**src/rtl/pmw_pkg.sv**
```systemverilog
// Shared definitions for the paged memory window controller.
// Assumes: register index comes from host address bits 3..2.
package pmw_pkg;
    typedef enum logic [1:0] {
        RSEL_PAGE   = 2'd0,
        RSEL_RSTCTL = 2'd1,
        RSEL_SPARE2 = 2'd2,
        RSEL_SPARE3 = 2'd3
    } reg_sel_e;

    localparam int RSTCTL_RST_BIT = 1;
    localparam int RSTCTL_NMI_BIT = 2;

    typedef struct packed {
        logic     win;
        reg_sel_e sel;
    } host_dec_t;
endpackage

```
**src/rtl/pmw_regs.sv**
```systemverilog
// Page register and reset control register.
// Holds the window page, the target reset level and the NMI arm bit.
// Makes a one-cycle NMI pulse when an armed NMI bit is cleared.
// Assumes: write strobes are single-cycle and come from pmw_hostif.
module pmw_regs #(
    parameter int DATA_W   = 32,
    parameter int PAGE_W   = 4,
    parameter int PAGE_LSB = 20
) (
    input  logic              clk,
    input  logic              rst_n,
    input  logic              page_wr,
    input  logic              rstctl_wr,
    input  logic [DATA_W-1:0] wdata,
    output logic [PAGE_W-1:0] page,
    output logic              cpu_rst,
    output logic              cpu_nmi
);
    import pmw_pkg::*;

    logic [PAGE_W-1:0] page_q;
    logic              rst_q;
    logic              arm_q;
    logic              nmi_q;
    logic              unused_wdata;

    assign unused_wdata = ^wdata;

    // Page field capture.
    always_ff @(posedge clk) begin
        if (!rst_n)       page_q <= '0;
        else if (page_wr) page_q <= wdata[PAGE_LSB +: PAGE_W];
    end

    // Reset level, NMI arm bit and NMI pulse on the armed-to-clear edge.
    always_ff @(posedge clk) begin
        if (!rst_n) begin
            rst_q <= 1'b1;
            arm_q <= 1'b0;
            nmi_q <= 1'b0;
        end else if (rstctl_wr) begin
            rst_q <= wdata[RSTCTL_RST_BIT];
            arm_q <= wdata[RSTCTL_NMI_BIT];
            nmi_q <= arm_q && !wdata[RSTCTL_NMI_BIT];
        end else begin
            nmi_q <= 1'b0;
        end
    end

    assign page    = page_q;
    assign cpu_rst = rst_q;
    assign cpu_nmi = nmi_q;

    AST_NMI_ONE_CYCLE: assert property (@(posedge clk) disable iff (!rst_n)
        cpu_nmi |=> !cpu_nmi);
    AST_NMI_WAS_ARMED: assert property (@(posedge clk) disable iff (!rst_n)
        $rose(cpu_nmi) |-> $past(arm_q));
    AST_PAGE_HOLD: assert property (@(posedge clk) disable iff (!rst_n)
        !$past(page_wr) |-> $stable(page));
    AST_RST_HOLD: assert property (@(posedge clk) disable iff (!rst_n)
        !$past(rstctl_wr) |-> $stable(cpu_rst));
endmodule

```
**src/rtl/pmw_arb.sv**
```systemverilog
// Single-port memory arbiter and address former.
// The target always wins. The host window is served only in cycles with no target request.
// Forms the window address as {page, offset}.
// Assumes: purely combinational; the memory has one-cycle read latency.
module pmw_arb #(
    parameter int DATA_W = 32,
    parameter int MEM_AW = 24,
    parameter int WIN_AW = 20,
    localparam int PAGE_W = MEM_AW - WIN_AW
) (
    input  logic              tgt_req,
    input  logic              tgt_we,
    input  logic [MEM_AW-1:0] tgt_addr,
    input  logic [DATA_W-1:0] tgt_wdata,
    input  logic              win_req,
    input  logic              win_we,
    input  logic [WIN_AW-1:0] win_off,
    input  logic [DATA_W-1:0] win_wdata,
    input  logic [PAGE_W-1:0] page,
    output logic              win_gnt,
    output logic              mem_en,
    output logic              mem_we,
    output logic [MEM_AW-1:0] mem_addr,
    output logic [DATA_W-1:0] mem_wdata
);
    // Fixed-priority grant and memory port steering.
    always_comb begin
        win_gnt = win_req && !tgt_req;
        if (tgt_req) begin
            mem_en    = 1'b1;
            mem_we    = tgt_we;
            mem_addr  = tgt_addr;
            mem_wdata = tgt_wdata;
        end else begin
            mem_en    = win_gnt;
            mem_we    = win_gnt && win_we;
            mem_addr  = {page, win_off};
            mem_wdata = win_wdata;
        end
    end
endmodule

```
**src/rtl/pmw_hostif.sv**
```systemverilog
// Host bus decoder and completion logic.
// Splits requests into window and register traffic and issues one access per request.
// Returns read data together with a one-cycle acknowledge.
// Assumes: the host holds hst_req until it sees hst_ack.
module pmw_hostif #(
    parameter int DATA_W   = 32,
    parameter int WIN_AW   = 20,
    parameter int PAGE_W   = 4,
    parameter int PAGE_LSB = 20,
    localparam int HOST_AW = WIN_AW + 1
) (
    input  logic               clk,
    input  logic               rst_n,
    input  logic               hst_req,
    input  logic               hst_we,
    input  logic [HOST_AW-1:0] hst_addr,
    output logic               hst_ack,
    output logic [DATA_W-1:0]  hst_rdata,
    input  logic               win_gnt,
    input  logic               tgt_req,
    input  logic [DATA_W-1:0]  mem_rdata,
    input  logic [PAGE_W-1:0]  page,
    output logic               win_req,
    output logic               win_we,
    output logic [WIN_AW-1:0]  win_off,
    output logic               page_wr,
    output logic               rstctl_wr
);
    import pmw_pkg::*;

    host_dec_t         dec;
    logic              ack_q;
    logic              rd_win_q;
    logic [DATA_W-1:0] reg_rdata_q;
    logic              reg_go;
    logic [DATA_W-1:0] reg_rdata_d;

    // Address decode and request qualification (no reissue in the ack cycle).
    always_comb begin
        dec.win     = hst_addr[WIN_AW];
        dec.sel     = reg_sel_e'(hst_addr[3:2]);
        win_req     = hst_req && dec.win && !ack_q;
        win_we      = hst_we;
        win_off     = hst_addr[WIN_AW-1:0];
        reg_go      = hst_req && !dec.win && !ack_q;
        page_wr     = reg_go && hst_we && (dec.sel == RSEL_PAGE);
        rstctl_wr   = reg_go && hst_we && (dec.sel == RSEL_RSTCTL);
        reg_rdata_d = '0;
        if (dec.sel == RSEL_PAGE) reg_rdata_d[PAGE_LSB +: PAGE_W] = page;
    end

    // Completion state: acknowledge, read source and register read data.
    always_ff @(posedge clk) begin
        if (!rst_n) begin
            ack_q       <= 1'b0;
            rd_win_q    <= 1'b0;
            reg_rdata_q <= '0;
        end else begin
            ack_q       <= (win_req && win_gnt) || reg_go;
            rd_win_q    <= win_req && win_gnt && !hst_we;
            reg_rdata_q <= reg_rdata_d;
        end
    end

    assign hst_ack   = ack_q;
    assign hst_rdata = rd_win_q ? mem_rdata : reg_rdata_q;

    AST_HOST_YIELDS: assert property (@(posedge clk) disable iff (!rst_n)
        win_gnt |-> !tgt_req);
    AST_ACK_SINGLE: assert property (@(posedge clk) disable iff (!rst_n)
        hst_ack |=> !hst_ack);
    AST_ACK_HAS_REQ: assert property (@(posedge clk) disable iff (!rst_n)
        $rose(hst_ack) |-> $past(hst_req));
endmodule

```
**src/rtl/pmw_ctrl.sv**
```systemverilog
// Paged memory window controller top.
// Ties the host decoder, the register file and the memory arbiter together.
// Assumes: the external memory is synchronous with one-cycle read latency.
module pmw_ctrl #(
    parameter int DATA_W   = 32,
    parameter int MEM_AW   = 24,
    parameter int WIN_AW   = 20,
    localparam int PAGE_W  = MEM_AW - WIN_AW,
    localparam int HOST_AW = WIN_AW + 1
) (
    input  logic               clk,
    input  logic               rst_n,
    input  logic               hst_req,
    input  logic               hst_we,
    input  logic [HOST_AW-1:0] hst_addr,
    input  logic [DATA_W-1:0]  hst_wdata,
    output logic               hst_ack,
    output logic [DATA_W-1:0]  hst_rdata,
    input  logic               tgt_req,
    input  logic               tgt_we,
    input  logic [MEM_AW-1:0]  tgt_addr,
    input  logic [DATA_W-1:0]  tgt_wdata,
    output logic [DATA_W-1:0]  tgt_rdata,
    output logic               mem_en,
    output logic               mem_we,
    output logic [MEM_AW-1:0]  mem_addr,
    output logic [DATA_W-1:0]  mem_wdata,
    input  logic [DATA_W-1:0]  mem_rdata,
    output logic               cpu_rst,
    output logic               cpu_nmi
);
    localparam int PAGE_LSB = WIN_AW;

    logic              win_req;
    logic              win_we;
    logic              win_gnt;
    logic [WIN_AW-1:0] win_off;
    logic              page_wr;
    logic              rstctl_wr;
    logic [PAGE_W-1:0] page;

    pmw_hostif #(.DATA_W(DATA_W), .WIN_AW(WIN_AW), .PAGE_W(PAGE_W), .PAGE_LSB(PAGE_LSB)) u_hostif (
        .clk(clk), .rst_n(rst_n), .hst_req(hst_req), .hst_we(hst_we), .hst_addr(hst_addr),
        .hst_ack(hst_ack), .hst_rdata(hst_rdata), .win_gnt(win_gnt), .tgt_req(tgt_req),
        .mem_rdata(mem_rdata), .page(page), .win_req(win_req), .win_we(win_we),
        .win_off(win_off), .page_wr(page_wr), .rstctl_wr(rstctl_wr)
    );

    pmw_regs #(.DATA_W(DATA_W), .PAGE_W(PAGE_W), .PAGE_LSB(PAGE_LSB)) u_regs (
        .clk(clk), .rst_n(rst_n), .page_wr(page_wr), .rstctl_wr(rstctl_wr),
        .wdata(hst_wdata), .page(page), .cpu_rst(cpu_rst), .cpu_nmi(cpu_nmi)
    );

    pmw_arb #(.DATA_W(DATA_W), .MEM_AW(MEM_AW), .WIN_AW(WIN_AW)) u_arb (
        .tgt_req(tgt_req), .tgt_we(tgt_we), .tgt_addr(tgt_addr), .tgt_wdata(tgt_wdata),
        .win_req(win_req), .win_we(win_we), .win_off(win_off), .win_wdata(hst_wdata),
        .page(page), .win_gnt(win_gnt), .mem_en(mem_en), .mem_we(mem_we),
        .mem_addr(mem_addr), .mem_wdata(mem_wdata)
    );

    assign tgt_rdata = mem_rdata;

    AST_TGT_ROUTED: assert property (@(posedge clk) disable iff (!rst_n)
        tgt_req |-> (mem_en && mem_addr == tgt_addr && mem_we == tgt_we));
endmodule

```
**config.mk**
```make
export PLATFORM = sky130hd
export DESIGN_NAME = pmw_ctrl
export DESIGN_NICKNAME = d
export VERILOG_FILES = /design/src/rtl/pmw_pkg.sv /design/src/rtl/pmw_regs.sv /design/src/rtl/pmw_arb.sv /design/src/rtl/pmw_hostif.sv /design/src/rtl/pmw_ctrl.sv
export SDC_FILE = /design/constraint.sdc
export NUM_CORES = 1
export LEC_CHECK = 0
export BUFFER_PORTS_ARGS = -buffer_cell sky130_fd_sc_hd__buf_2
export CORE_AREA = 2 2 107 109
export CTS_CLUSTER_DIAMETER = 80
export DETAILED_ROUTE_END_ITERATION = 16
export DIE_AREA = 0 0 109 111
export PLACE_DENSITY = 0.58
export SYNTH_ARGS = -nofsm -noshare
export SYNTH_HDL_FRONTEND = slang
export SYNTH_SLANG_ARGS = --single-unit
```
**constraint.sdc**
```tcl
create_clock -name clk -period 2.2 [get_ports clk]
set_clock_uncertainty 0.15 [all_clocks]
set_input_delay 0.33 -clock clk [delete_from_list [all_inputs] [get_ports clk]]
set_output_delay 0.33 -clock clk [all_outputs]
set_load 0.005 [all_outputs]
```
==> impl_metrics.csv, run 1 <==
group,metric,value,unit
placed_design,hpwl,5.913,mm
power_and_ir_drop,power_frac_seq,0.242,
finish,nets,563,
critical_path,worstPathRequired,1720,ps
finish,seq_area,260.3,um2
clock_tree,cts_root_buf,"clkbuf_16",
sta,setup_viol,0,
floorplanning,die_area,12100,um2
clock_tree,cts.sinks,13,
logic_synthesis,syn_area,1665,um2
critical_path,arrival,1410,ps
power_and_ir_drop,p_clk_frac,0.345,
critical_path,cp_slowest_stage_delay,610,ps
critical_path,cp_max_fo,19,
clock_tree,cts_max_path_buffers,2,
floorplanning,core.rowCount,39,
finish,multi_input_area,1112,um2
power_and_ir_drop,p_int,0.7353,mW
sta,maxSlewHeadroom,0.6802,
global_routing,grt_pass1_vias,2084,
power_and_ir_drop,p_per_area,330.1,nW/um2
clock_tree,clk-insertion-delay-late,240,ps
global_routing,grt_max_degree,62,
logic_synthesis,yosys_warnings,0,
critical_path,path_cells,"buf_4, and2_1, buf_2",
finish,drive_gt1_frac,0.8241,
route,routed_wl,6.618,mm
outcome,run_status,"finished, final reports clean",
floorplanning,ios,272,
logic_synthesis,synthCells,180,
clock_tree,post_cts_buffers,0,
critical_path,worstSetupPathType,"register to output port",
logic_synthesis,synth-seq-cells,13,
placed_design,gp_congestion,0.7452,
route,antenna_left,0,
floorplanning,start_util,0.1503,
clock_tree,cts-resized-gates,0,
clock_tree,cts_buffers,3,
clock_tree,cts_tree,"done",
floorplanning,die_h,111,um
global_routing,grt_antenna_before_repair,0,
route,dr.pass1.iters,4,
sta,fin_crit_sh,0.8604,
floorplanning,core_area,11080,um2
route,drt_iter0_drc,19,
logic_synthesis,seq_area_frac_synth,0.1563,
sta,finalSetupTns,0,ps
clock_tree,h-tree-depth,1,
power_and_ir_drop,peakVddDrop,0.1861,mV
route,via_per_inst,3.855,
sta,fmax,0.5283,GHz
logic_synthesis,synthDistinctLibCells,21,
finish,n_antenna_cell,0,
power_and_ir_drop,p_leak,1.706,nW
global_routing,grt.overflow.total,0,
finish,fillers,1188,
job,drv_cap,0,
sta,finalMaxSlewViolations,0,
critical_path,slowest_stage,"dfxtp_1",
placed_design,dpl_cell_area,2943,um2
sta,worst_slew_pin_slew,479.1,ps
global_routing,grt.total_usage,0.09934,
logic_synthesis,synth_fp_nets,327,
route,vias,2151,
clock_tree,path_clk_slew,50,ps
power_and_ir_drop,combPwrFrac,0.413,
clock_tree,ctsHoldBuffers,0,
power_and_ir_drop,swShare,0.2633,
finish,design_area,3023,um2
critical_path,critPathLaunchType,"register",
critical_path,worstSetupEndpointType,"output port",
route,wire_per_inst,11.86,um
floorplanning,dieWidth,109,um
placed_design,place.port_buffers,271,
sta,rsz0062_at_grt,"false",
finish,area_growth,81.52,%
global_routing,grt_pass1_wl,9.570,mm
route,drcViolationCount,0,
sta,hold_viol,0,
sta,period_needed,1893,ps
power_and_ir_drop,power_switching,0.2627,mW
min_path,hold_class,"input port to register",
logic_synthesis,avgSynthCellArea,9.252,um2
-- final timing paths --
check / from / to / slack [ps] / cells after the start
worst min register to register: u_regs.arm_q$_SDFFE_PN0P_ / u_regs.cpu_nmi$_SDFF_PN0_ / 320 / 2
worst max-delay path: u_hostif.rd_win_q$_SDFF_PN0_ / hst_rdata[19] / 310 / 3
worst min-delay path: hst_wdata[2] / u_regs.cpu_nmi$_SDFF_PN0_ / 150 / 2
worst max register to register: u_hostif.hst_ack$_SDFF_PN0_ / u_regs.cpu_rst$_SDFFE_PN1P_ / 890 / 3
-- Yosys cell counts --
cell type | instances | area, um2
and2_1 | 28 | 175.2
nand2b_1 | 1 | 6.260
mux2_2 | 60 | 675.7
mux2i_1 | 6 | 60.06
a21oi_1 | 1 | 5.000
clkbuf_1 | 2 | 7.510
nor3_4 | 1 | 16.27
nor3b_2 | 1 | 12.51
buf_2 | 8 | 40.04
buf_4 | 32 | 240.2
clkbuf_2 | 1 | 5.000
o21ai_0 | 1 | 5.000
dfxtp_1 | 13 | 260.3
nor3b_4 | 1 | 18.77
nor2_1 | 1 | 3.750
nor4b_1 | 1 | 8.760
nand4bb_4 | 1 | 27.53
and3_1 | 4 | 25.02
nor2b_1 | 3 | 18.77
nand3_1 | 1 | 5.000
nand2_1 | 13 | 48.80
-- per-layer routing --
metal	wire length, um	GRT usage	up-vias
met3	698	0.01529	2
li1	-	-	1054
met4	8	0.01709	0
met5	0	0	-
met2	3289	0.1888	162
met1	2622	0.1156	933
-- state kept, by name, summed over array words and instances (netlist names) --
name	flops
u_regs.cpu_nmi	1
u_regs.cpu_rst	1
u_regs.page	4
u_hostif.hst_ack	1
u_hostif.rd_win_q	1
u_hostif.reg_rdata_q	4
u_regs.arm_q	1
-- power by group through the flow --
stage          sequential, mW  clock (mW)  combinational (mW)
6_report                0.242       0.345               0.412
5_1_grt                 0.242       0.371               0.456
4_1_cts                 0.241       0.356               0.419
3_5_place_dp            0.246           0               0.417
3_3_place_gp            0.246           0               0.413
2_1_floorplan           0.245           0               0.196
-- through the flow --
step	setup WS (ps)	hold WS [ps]	utilization	instances	power, mW
global route	209.5	156.3	0.2729	558	1.068
floorplan	704.0	250.7	-	180	0.4408
finish	307.1	147.2	0.2729	558	0.9980
CTS	268.6	153.2	0.2729	558	1.017
global placement	486.1	302.1	0.2657	554	0.6593
detailed placement	463.4	315.7	0.2657	554	0.6635
-- critical path: cells and delay by family (launching register included) --
kind,cells,cell delay (ps)
buffers and inverters,2,390
AND/OR/NAND/NOR,1,170
flip-flops,1,610
-- layout by cell type, fill, tap and decap left out, types with 2 or more instances in the layout --
| cell | synthesis | final |
|---|---|---|
| buf_2 | 8 | 271 |
| mux2_2 | 60 | 60 |
| and2_1 | 28 | 28 |
| nand2_1 | 13 | 13 |
| dfxtp_1 | 13 | 13 |
| mux2i_1 | 6 | 6 |
| and3_1 | 4 | 4 |
| nor2b_1 | 3 | 3 |
| clkbuf_16 | 0 | 3 |
| buf_4 | 32 | 2 |
-- cell families after synthesis --
kind of cell	count (synthesis)	share of synthesized area
and+or+nand+nor	56	0.2201
DFF	13	0.1563
AOI/OAI and AO/OA	2	0.006005
muxes	66	0.4418
buffers and inverters	43	0.1758
-- area by class of cell --
type | count | area share
clock inverters | 1 | 0.001656
multi-input cells | 124 | 0.3680
flip-flops and latches | 13 | 0.08609
well taps | 143 | 0.05919
repair buffers | 274 | 0.4603
clock buffers | 3 | 0.02483
(Power assumes the default switching activity.)
==> inputs of run 2 (changes only) <==
- GPL_TIMING_DRIVEN: not set -> 0
==> run 2 against run 1 <==
  * Count of clock-buffer cells in the layout up 1
  * Clock power about the same
  * Via count rose by 5.5%
  * Core utilization is 2.3 points higher
  * Cell count rose by 7.0%
  * Register-to-register slack about the same
  * Largest power group unchanged
==> impl_metrics.csv, run 2 (synthesis results as in run 1) <==
group,metric,value,unit
floorplanning,core.rowCount,39,
clock_tree,h-tree-depth,1,
clock_tree,cts_root_buf,"clkbuf_16",
clock_tree,clk-insertion-delay-late,240,ps
route,dr.pass1.iters,3,
route,drcViolationCount,0,
global_routing,grtUsageMet1,0.1143,
clock_tree,cts.sinks,13,
finish,fillers,1160,
placed_design,gp_congestion,0.7159,
sta,finalSetupTns,0,ps
global_routing,grt_antenna_before_repair,0,
clock_tree,ctsHoldBuffers,0,
outcome,run_status,"finished, final reports clean",
clock_tree,path_clk_slew,50,ps
power_and_ir_drop,p_per_area,317.7,nW/um2
critical_path,crit_start,"u_hostif.rd_win_q$_SDFF_PN0_",
finish,drive_gt1_frac,0.8326,
finish,utilization,0.2956,
sta,maxSlewHeadroom,0.7949,
finish,n_antenna_cell,0,
sta,hold_viol,0,
clock_tree,cts_max_path_buffers,2,
global_routing,grt.total_usage,0.1028,
route,wire_per_inst,11.65,um
critical_path,regToRegStartpoint,"u_hostif.hst_ack$_SDFF_PN0_",
sta,period_needed,1953,ps
power_and_ir_drop,peakVddDrop,0.2560,mV
finish,nets,602,
clock_tree,cts-resized-gates,0,
floorplanning,core_area,11080,um2
global_routing,grt_max_degree,11,
power_and_ir_drop,total_power,1.040,mW
clock_tree,cts_buffers,3,
global_routing,grt_pass1_wl,9.825,mm
finish,final_common_cell,"buf_2",
global_routing,grt_pass1_vias,2076,
critical_path,worstPathRequired,1720,ps
critical_path,worstSetupPathType,"register to output port",
job,drv_cap,0,
floorplanning,dieWidth,109,um
clock_tree,cts_tree,"done",
sta,rsz0062_at_grt,"false",
sta,setup_viol,0,
floorplanning,die_h,111,um
sta,fin_crit_sh,0.8876,
critical_path,arrival,1470,ps
sta,worst_slew_pin_slew,306.7,ps
route,vias,2270,
finish,area_growth,96.62,%
sta,fmax,0.5121,GHz
sta,finalMaxSlewViolations,0,
route,antenna_left,0,
floorplanning,start_util,0.1503,
global_routing,grt.overflow.total,0,
min_path,hold_class,"input port to register",
critical_path,critPathLaunchType,"register",
finish,layout_common_cells,"buf_2, mux2_2, buf_4, and2_1",
route,drt_iter0_drc,26,
global_routing,grt_busiest_layer,"met2",
min_path,hp-start,"hst_addr[20]",
finish,design_area,3274,um2
route,via_per_inst,3.802,
critical_path,worstSetupEndpointType,"output port",
placed_design,place.port_buffers,270,
clock_tree,post_cts_buffers,0,
global_routing,grt_use_met3,0.01646,
route,routed_wl,6.954,mm
placed_design,hpwl,6.238,mm
floorplanning,die_area,12100,um2
global_routing,grt_use_met2,0.2050,
floorplanning,ios,272,
critical_path,cp_max_fo,10,
placed_design,dpl_cell_area,3196,um2
power_and_ir_drop,p_leak,1.872,nW
==> run 2: metal layers <==
| metal | vias to the layer above | wire length [um] |
|---|---|---|
| met3 | 2 | 763 |
| li1 | 1127 | - |
| met2 | 164 | 3552 |
| met4 | 0 | 8 |
| met1 | 977 | 2629 |
| met5 | - | 0 |
==> run 2: path summary, 6_finish.rpt <==
check / to / depth (start not counted) / slack, ps
worst max-delay path: hst_rdata[22] / 3 / 250
worst min-delay path: u_hostif.hst_ack$_SDFF_PN0_ / 2 / 160
worst max register to register: u_regs.cpu_nmi$_SDFF_PN0_ / 3 / 880
worst min register to register: u_regs.cpu_nmi$_SDFF_PN0_ / 2 / 320
==> run 2: power breakdown <==
group          switching (mW)  leakage, nW  total [mW]  internal (mW)
sequential            0.00232        0.105       0.241          0.239
combinational           0.168         1.73       0.456          0.289
clock                  0.0984       0.0382       0.343          0.244
==> run 2: area by class of cell <==
type,instances,area (um2),share of cell area
timing repair buffer,270,1351,0.4127
multi-input combinational,124,1112,0.3397
buffer,43,292.8,0.08942
sequential,13,260.3,0.07948
tap,143,178.9,0.05464
clock buffer,4,78.83,0.02407
==> run 2: critical path, stage by stage, from the launching register on <==
cell and delay [ps]:
dfxtp_1 480, clkbuf_2 270, mux2_2 350, buf_2 120
==> run 2: per-stage QoR <==
| stage | cells | hold WS (ps) | worst slack, ps |
|---|---|---|---|
| 2_1_floorplan | 180 | 250.7 | 704.0 |
| 3_3_place_gp | 593 | 304.8 | 415.9 |
| 6_report | 597 | 155.5 | 247.2 |
| 4_1_cts | 597 | 152.5 | 191.3 |
| 3_5_place_dp | 593 | 316.0 | 391.7 |
| 5_1_grt | 597 | 153.0 | 137.1 |
==> inputs of run 3 (changes only) <==
- RECOVER_POWER: not set -> 100
==> run 3 against run 2 <==
  * Count of clock-buffer cells in the layout unchanged
  * Sequential cell count stayed put
  * Total power shrank 2.1%
  * Design area decreased by 3.8%
  * Worst setup slack worse by 29 ps
  * Largest power group unchanged
==> impl_metrics.csv, run 3 (synthesis results as in run 1) <==
group,metric,value,unit
sta,setup_viol,0,
global_routing,grt_pass1_vias,2076,
sta,maxSlewHeadroom,0.4807,
finish,utilization,0.2844,
floorplanning,dieWidth,109,um
critical_path,critPathTopFamily,"buffers and inverters",
route,dr.pass1.iters,3,
floorplanning,die_area,12100,um2
critical_path,critPathLaunchType,"input port",
global_routing,grt_pass1_wl,9.825,mm
finish,design_area,3151,um2
route,wire_per_inst,11.64,um
floorplanning,die_h,111,um
clock_tree,cts_tree,"done",
placed_design,place.port_buffers,270,
sta,fin_crit_sh,0.9010,
route,via_per_inst,3.776,
finish,drive_gt1_frac,0.6828,
finish,n_antenna_cell,0,
power_and_ir_drop,peakVddDrop,0.2561,mV
global_routing,grt.total_usage,0.1028,
sta,finalSetupTns,0,ps
sta,worst_slew_pin_slew,773.0,ps
critical_path,worstRegToRegCells,3,
clock_tree,clk-insertion-delay-late,240,ps
sta,rsz0062_at_grt,"false",
sta,fmax,0.5045,GHz
floorplanning,core.rowCount,39,
critical_path,crit_buf_inv,3,
global_routing,grt.overflow.total,0,
finish,nets,602,
finish,final_common_cell,"buf_2",
power_and_ir_drop,p_leak,1.659,nW
critical_path,slowest_stage,"clkbuf_1",
clock_tree,post_cts_buffers,0,
placed_design,gp_congestion,0.7159,
critical_path,crit_top_cell,"buf_2",
critical_path,arrival,1500,ps
sta,worst_slack,217.9,ps
critical_path,crit_cells,4,
power_and_ir_drop,total_power,1.018,mW
job,drv_cap,0,
outcome,run_status,"finished, final reports clean",
critical_path,cp_slowest_stage_delay,440,ps
sta,period_needed,1982,ps
placed_design,pre_cts_slack,391.7,ps
floorplanning,start_util,0.1503,
power_and_ir_drop,p_per_area,323.1,nW/um2
route,drcViolationCount,0,
clock_tree,ctsHoldBuffers,0,
clock_tree,cts_max_path_buffers,2,
clock_tree,cts.sinks,13,
sta,hold_viol,0,
route,vias,2254,
route,antenna_left,0,
critical_path,r2r_slack,560,ps
floorplanning,core_area,11080,um2
route,routed_wl,6.949,mm
floorplanning,ios,272,
critical_path,worstSetupPathType,"input port to output port",
finish,fin_cells,597,
finish,area_growth,89.18,%
clock_tree,cts-resized-gates,0,
min_path,hold_depth,2,
clock_tree,h-tree-depth,1,
clock_tree,path_clk_slew,50,ps
route,drt_iter0_drc,35,
placed_design,hpwl,6.238,mm
global_routing,grt_antenna_before_repair,0,
global_routing,grt_max_degree,11,
critical_path,worstPathRequired,1720,ps
finish,layout_common_cells,"buf_2, clkbuf_1, mux2_2, buf_4, and2_1",
clock_tree,cts_root_buf,"clkbuf_16",
sta,finalMaxSlewViolations,0,
clock_tree,cts_buffers,3,
critical_path,worstSetupEndpointType,"output port",
placed_design,place_inst,593,
critical_path,path_cells,"buf_2, clkbuf_1, mux2_2, buf_2",
critical_path,cp_max_fo,10,
min_path,hold_class,"input port to register",
placed_design,dpl_cell_area,3196,um2
sta,whs,157.3,ps
==> run 3: changes by cell type in the layout (fill, tap and decap cells not counted) <==
cell / previous run / this run
and2_0: 0 / 8
nand4bb_1: 0 / 1
nor3b_4: 1 / 0
nor3_1: 0 / 1
nand4bb_4: 1 / 0
nor3b_1: 0 / 2
buf_4: 32 / 26
clkbuf_1: 3 / 67
and2_1: 28 / 20
buf_2: 278 / 214
nor3b_2: 1 / 0
clkbuf_4: 0 / 6
nor3_4: 1 / 0
==> run 3: final cells by class <==
| class | count | area (um2) |
|---|---|---|
| flip-flops and latches | 13 | 260.3 |
| repair buffers | 270 | 1279 |
| well taps | 143 | 178.9 |
| multi-input cells | 124 | 1069 |
| plain buffers | 43 | 285.3 |
| fillers | 1206 | 7926 |
| clock buffers | 4 | 78.83 |
==> run 3: path summary, 6_finish.rpt <==
kind | end | startpoint
worst max-delay path | mem_addr[13] | tgt_req
worst min-delay path | u_hostif.rd_win_q$_SDFF_PN0_ | hst_we
worst max register to register | u_regs.page[2]$_SDFFE_PN0P_ | u_hostif.hst_ack$_SDFF_PN0_
worst min register to register | u_regs.cpu_nmi$_SDFF_PN0_ | u_regs.arm_q$_SDFFE_PN0P_
==> run 3: metal layers <==
metal / wire, um / global-route usage / vias to the layer above
met5: 0 / 0 / -
met4: 8 / 0.009402 / 0
met3: 740 / 0.01646 / 2
met2: 3550 / 0.2050 / 164
met1: 2651 / 0.1143 / 960
li1: - / - / 1128
==> run 3: report_power, final <==
| part | leakage (nW) | total, mW | switching, mW | internal, mW |
|---|---|---|---|---|
| sequential | 0.105 | 0.241 | 0.00228 | 0.239 |
| clock | 0.0382 | 0.343 | 0.0984 | 0.244 |
| combinational | 1.52 | 0.434 | 0.165 | 0.269 |
